==> src/rtl/pit_timer.sv <==
module pit_timer #(
  parameter int CNT_W = 15
) (
  input  logic       clk,
  input  logic       rst,
  input  logic       tick_en,
  input  logic       wr_en,
  input  logic       rd_en,
  input  logic [1:0] addr,
  input  logic [7:0] wdata,
  output logic [7:0] rdata,
  output logic       irq
);

  localparam logic [1:0] A_CTRL = 2'd0;
  localparam logic [1:0] A_STAT = 2'd1;
  localparam logic [1:0] A_IEN  = 2'd2;
  localparam logic [1:0] A_FLAG = 2'd3;

  logic [7:0]       ctrl_q, ien_q;
  logic             flag_q;
  logic [CNT_W-1:0] cnt_q, last;
  logic [3:0]       code;
  logic             run, ctrl_wr, flag_clr, expire;

  assign code     = ctrl_q[6:3];
  assign run      = ctrl_q[0] && (code != 4'd0) && (code != 4'd15);
  assign last     = (CNT_W'(2) << code) - CNT_W'(1);
  assign ctrl_wr  = wr_en && (addr == A_CTRL);
  assign flag_clr = wr_en && (addr == A_FLAG) && wdata[0];
  assign expire   = run && tick_en && !ctrl_wr && (cnt_q == last);

  always_ff @(posedge clk) begin
    if (rst) begin
      ctrl_q <= '0;
      ien_q  <= '0;
      flag_q <= 1'b0;
      cnt_q  <= '0;
    end else begin
      if (ctrl_wr)                 cnt_q <= '0;
      else if (expire)             cnt_q <= '0;
      else if (run && tick_en)     cnt_q <= cnt_q + CNT_W'(1);

      if (expire)                  flag_q <= 1'b1;
      else if (flag_clr)           flag_q <= 1'b0;

      if (ctrl_wr)                 ctrl_q <= wdata;
      if (wr_en && addr == A_IEN)  ien_q  <= wdata;
    end
  end

  always_comb begin
    rdata = '0;
    if (rd_en) begin
      case (addr)
        A_CTRL:  rdata = ctrl_q;
        A_STAT:  rdata = '0;
        A_IEN:   rdata = ien_q;
        A_FLAG:  rdata = {7'd0, flag_q};
        default: rdata = '0;
      endcase
    end
  end

  assign irq = flag_q & ien_q[0];


  idle_count_chk: assert property (@(posedge clk) disable iff (rst)
    !run |-> cnt_q == '0);


  count_bound_chk: assert property (@(posedge clk) disable iff (rst)
    run |-> cnt_q <= last);


  ctrl_restart_chk: assert property (@(posedge clk) disable iff (rst)
    ctrl_wr |=> cnt_q == '0);


  set_wins_chk: assert property (@(posedge clk) disable iff (rst)
    expire |=> flag_q);


  flag_clear_chk: assert property (@(posedge clk) disable iff (rst)
    (flag_clr && !expire) |=> !flag_q);


  no_tick_hold_chk: assert property (@(posedge clk) disable iff (rst)
    (!tick_en && !ctrl_wr) |=> $stable(cnt_q));


  status_zero_chk: assert property (@(posedge clk) disable iff (rst)
    (rd_en && addr == A_STAT) |-> rdata == 8'd0);

endmodule

==> config.mk <==
export PLATFORM = sky130hd
export DESIGN_NAME = pit_timer
export DESIGN_NICKNAME = d
export VERILOG_FILES = /design/src/rtl/pit_timer.sv
export SDC_FILE = /design/constraint.sdc
export NUM_CORES = 1
export LEC_CHECK = 0
export BUFFER_PORTS_ARGS = -buffer_cell sky130_fd_sc_hd__buf_2
export CAP_MARGIN = 5
export CORE_MARGIN = 5
export CORE_UTILIZATION = 58
export CTS_CLUSTER_DIAMETER = 30
export CTS_CLUSTER_SIZE = 8
export DETAILED_ROUTE_END_ITERATION = 8
export PLACE_DENSITY = 0.85
export SETUP_SLACK_MARGIN = 0.02
export SLEW_MARGIN = 10
export SYNTH_ARGS = -nofsm -noshare
export SYNTH_HDL_FRONTEND = slang
export SYNTH_SLANG_ARGS = --single-unit
export TNS_END_PERCENT = 30
==> constraint.sdc <==
create_clock -name clk -period 3.86 [get_ports clk]
set_input_delay 0.386 -clock clk [delete_from_list [all_inputs] [get_ports clk]]
set_output_delay 0.386 -clock clk [all_outputs]
set_load 0.01 [all_outputs]
# Word-level counts from Yosys, hierarchy flattened
# Index checks and enable logic that the tools add are counted.
# classes
n_addsub	2
multipliers	0
div_mod_pow	0
magnitude_cmp	0
n_eq_ne	5
shift	1
n_mux	4
bitwise_logic	1
reduce_logical	14
# ops
operator	count
$pmux W8 S4	1
$add A15 B1 Y15 const B	1
$eq A15 B15 Y1	1
$shl A2 B4 Y15 const A	1
$sub A15 B2 Y15 const B	1
$logic_and A1 B1 Y1	9
$mux W8	1
$eq A2 B2 Y1 const B	2
$ne A4 B4 Y1 const B	1
$reduce_bool A4 Y1	1
$reduce_or A3 Y1	1
$eq A2 B1 Y1 const B	1
$logic_not A2 Y1	1
$mux W1	2
$reduce_bool A2 Y1	1
$and A1 B1 Y1	1
$logic_not A1 Y1	1
# word_totals
reg_bits	32
latch_bits	0
mem_bits_rw	0
romBits	0
wordCells	31
n_memories	0

# Longest topological paths before layout
# logic_depth
word_depth	7
mapped_depth	14
mapped_depth_nobuf	9

# Least setup slack after synthesis
# Ideal clock, no wire load.
# synth_path
path_kind	register to register
from	reg ctrl_q[4]
to	reg cnt_q[10]
setup_ns	0.132
arrival_time_ns	2.674
required_ns	3.728
setup_slack_ns	1.054
path_stages_with_launch	14
path_buffers	5
cell_sequence	dfxtp_1 buf_2 clkbuf_1 nand3b_1 ha_1 buf_4 or3b_1 a211o_1 o221a_2 a2111oi_2 and4_1 buf_6 buf_8 nor3_1
# synth_via
elab_chain_cells	7
word_cells_on_any_way	11
# synth_lines
element	line	text
from (decl)	20	logic [7:0] ctrl_q, ien_q;
from (signal assigned)	47	if (ctrl_wr) ctrl_q <= wdata;
parallel branches: the longest is 7 deep, another holds $sub A15 B2 Y15	--	
to (signal assigned)	42	else if (run && tick_en) cnt_q <= cnt_q + CNT_W'(1);
to (decl)	22	logic [CNT_W-1:0] cnt_q, last;
# Several ways; the timed one is not identified.
# A chain may end at the register's enable or synchronous reset.

# Worst setup path after layout
# layout_path
from	reg ctrl_q[3]
to	reg cnt_q[0]
# Same word-level chain as after synthesis.

==> impl_metrics.yaml <==
status:
  status: "finished clean"
drt:
  ant_nets: 0
  vias: 1833
  wire_per_inst_um: 14.1
  wirelength_mm: 4.44
  dr.pass1.iters: 4
  drcViolationCount: 0
  drt_iter0_drc: 157
  via_per_inst: 5.80
placed_design:
  port_buffers: 23
  hpwl_mm: 3.19
  place_congestion: 0.857
  dp_cells: 308
global_routing:
  met3_usage_pct: 4.06
  antenna_found_initial: 0
  grt_pass1_wl_mm: 7.64
  grt_pass1_vias: 1740
  busiest_layer: "met2"
  track_usage_pct: 18.9
  grt_overflow: 0
  use_met1_pct: 24.1
  grt_max_degree: 25
  grt_use_met2_pct: 31.1
setup_path:
  r2r_slack_ns: 0.71
  cp_slowest_cell: "dfxtp_1"
  crit_top_cell: "buf_4"
  slowest_delay_ns: 0.67
  startpoint_type: "register"
  criticalPathCategory: "register to register"
  cp.arrival_ns: 3.35
  worstPathMaxFanout: 16
  required_ns: 4.05
  crit_path_end_kind: "register"
  crit_chain: "nor2_2 > nand2_1 > ha_1 > buf_4 > nor3b_1 > xor2_1 > a2111oi_0 > and4_1 > buf_4 > nor3_1"
  r2r_cells: 10
  timing.rr.end: "cnt_q[0]$_SDFFE_PP0P_"
  reg2reg_from: "ctrl_q[3]$_SDFFE_PP0P_"
yosys:
  synth_seq_cells: 32
  seq_area_frac_synth_pct: 31.2
  synth_fp_nets: 272
  synth_top_family_by_area: "simple AND/OR/NAND/NOR gates"
  syn_inst: 255
  synth-simple-area-share_pct: 28.3
  synth_compound_area_share_pct: 16.5
  synth_xor_area_share_pct: 8.10
  ys.warnings.count: 0
  netlist_area_mm2: 0.00205
  synthArstFlopShare_pct: 0
  synthMuxAreaShare_pct: 8.34
  synth.distinct_cells: 53
  ys.flop_type: "dfxtp_1"
  synthAdderAreaFrac_pct: 1.22
  syn_avg_cell_area_um2: 8.06
  synth_edf_count: 0
power:
  p_leak_nw: 0.874
  powerDensity_mw_per_mm2: 285
  power_mw: 0.628
  irDropWorstVdd_uv: 185
floorplanning:
  die_x_um: 69.5
  core-area_mm2: 0.00339
  num_rows: 21
  die_area_mm2: 0.00483
  floorplan.initialDensity_pct: 60.6
  fp.dieH_um: 69.5
  ioPinCount: 24
sta:
  rsz0062_at_grt: "no"
  min_period_ns: 3.15
  hold_violations: 0
  worst_pin_slew_ns: 0.534
  fmax_ghz: 0.317
  setup_viol: 0
  slew_violations: 0
  post-route-period-util_pct: 81.7
  fin_worst_skew_ns: 0.00699
  tns_ns: 0
  max_slew_margin_pct: 63.5
clock_tree:
  cts_root_buf: "clkbuf_4"
  numCtsBuffers: 5
  clk_pin_slew_ns: 0.10
  clk_path_buf_depth: 2
  clock-sinks: 32
  htreeDepth: 2
  cts_resized: 0
  cts_setup_buffers: 0
  clock_latency_ns: 0.32
  cts_tree: "built"
  hold_buffers: 0
hold_path:
  holdPathEnd: "ctrl_q[2]$_SDFFE_PP0P_"
  hold_class: "input pin to register"
  min-delay-start: "wdata[2]"
  hold_depth: 3
cells_and_area:
  num_antenna_cells: 0
  fin_cells: 316
  syn_to_final_growth_pct: 7.43
  layout_commonest_cell: "dfxtp_1"
  layout-drive-gt1-share_pct: 14.4
  nets: 286
  layout_common_cells: "dfxtp_1, nand2_1, buf_2, nor2_1, nor3_1"
flow_run:
  drv_cap: 0
[worst max-delay path: cells and delay by family (launching register included)]
kind,cells,cell delay (ns)
buffers and inverters,2,0.43
xor gates and xnor gates,1,0.13
and+or+nand+nor,5,0.95
adders and majority gates,1,0.29
AOI/OAI and AO/OA,1,0.56
DFF,1,0.67
[Yosys cell counts, types with 3 or more instances]
| library cell | n | area [um^2] |
|---|---|---|
| nand4_1 | 4 | 25.0 |
| xnor2_1 | 10 | 87.6 |
| buf_2 | 6 | 30.0 |
| and2_1 | 6 | 37.5 |
| xor2_1 | 9 | 78.8 |
| nand3_1 | 7 | 35.0 |
| and3_1 | 5 | 31.3 |
| mux2i_1 | 16 | 160 |
| nor3_1 | 19 | 95.1 |
| nor2b_1 | 3 | 18.8 |
| dfxtp_1 | 32 | 641 |
| nand2b_1 | 4 | 25.0 |
| nor2_1 | 21 | 78.8 |
| inv_1 | 4 | 15.0 |
| clkbuf_1 | 11 | 41.3 |
| a21oi_1 | 17 | 85.1 |
| nand2_1 | 27 | 101 |
| o21ai_0 | 8 | 40.0 |
[layout make-up]
class                   instances  area [um^2]
multi-input cells             198         1280
repair buffers                 28          153
well taps                      46         57.6
clock buffers                   8         58.8
fillers                       284         1180
flip-flops and latches         32          641
inverters                       4         15.0
[worst max-delay path by stage]
| stage | end | slack (ns) | start |
|---|---|---|---|
| floorplan | cnt_q[10]$_SDFFE_PP0P_ | 1.05 | ctrl_q[4]$_SDFFE_PP0P_ |
| global placement | cnt_q[5]$_SDFFE_PP0P_ | 0.93 | ctrl_q[3]$_SDFFE_PP0P_ |
| detailed placement | cnt_q[0]$_SDFFE_PP0P_ | 0.76 | ctrl_q[3]$_SDFFE_PP0P_ |
| CTS | cnt_q[0]$_SDFFE_PP0P_ | 0.75 | ctrl_q[3]$_SDFFE_PP0P_ |
| global route | cnt_q[0]$_SDFFE_PP0P_ | 0.43 | ctrl_q[3]$_SDFFE_PP0P_ |
| finish | cnt_q[0]$_SDFFE_PP0P_ | 0.71 | ctrl_q[3]$_SDFFE_PP0P_ |
[per-stage QoR]
| stage | hold WS [ns] | setup WS, ns | utilization [%] | area, um^2 |
|---|---|---|---|---|
| 6_report | 0.305 | 0.706 | 65.1 | 2210 |
| 5_1_grt | 0.294 | 0.434 | 65.1 | 2210 |
| 4_1_cts | 0.293 | 0.755 | 65.1 | 2210 |
| 3_5_place_dp | 0.460 | 0.764 | 63.4 | 2150 |
| 3_3_place_gp | 0.442 | 0.928 | 63.4 | 2150 |
| 2_1_floorplan | 0.436 | 1.05 | - | 2050 |
[layer usage]
| layer | up-vias | wire length (um) |
|---|---|---|
| met4 | 0 | 85 |
| li1 | 927 | - |
| met1 | 859 | 2040 |
| met3 | 11 | 177 |
| met5 | - | 0 |
| met2 | 36 | 2140 |
[where the power goes]
part           switching, mW  leakage (nW)  internal [mW]
clock                  0.106        0.0326         0.0898
sequential           0.00477         0.259          0.336
combinational         0.0525         0.583         0.0398
total                  0.163         0.874          0.465
[logic make-up after synthesis]
| kind of cell | count (synthesis) |
|---|---|
| and+or+nand+nor | 112 |
| AOI/OAI and AO/OA | 48 |
| DFF | 32 |
| buffers and inverters | 25 |
| xor gates and xnor gates | 19 |
| muxes | 17 |
| adders and majority gates | 2 |
[flip-flops by register name, summed over array words and instances, names as in the netlist]
name / cells
ctrl_q: 8
cnt_q: 15
flag_q: 1
ien_q: 8
(Power assumes the default switching activity.)
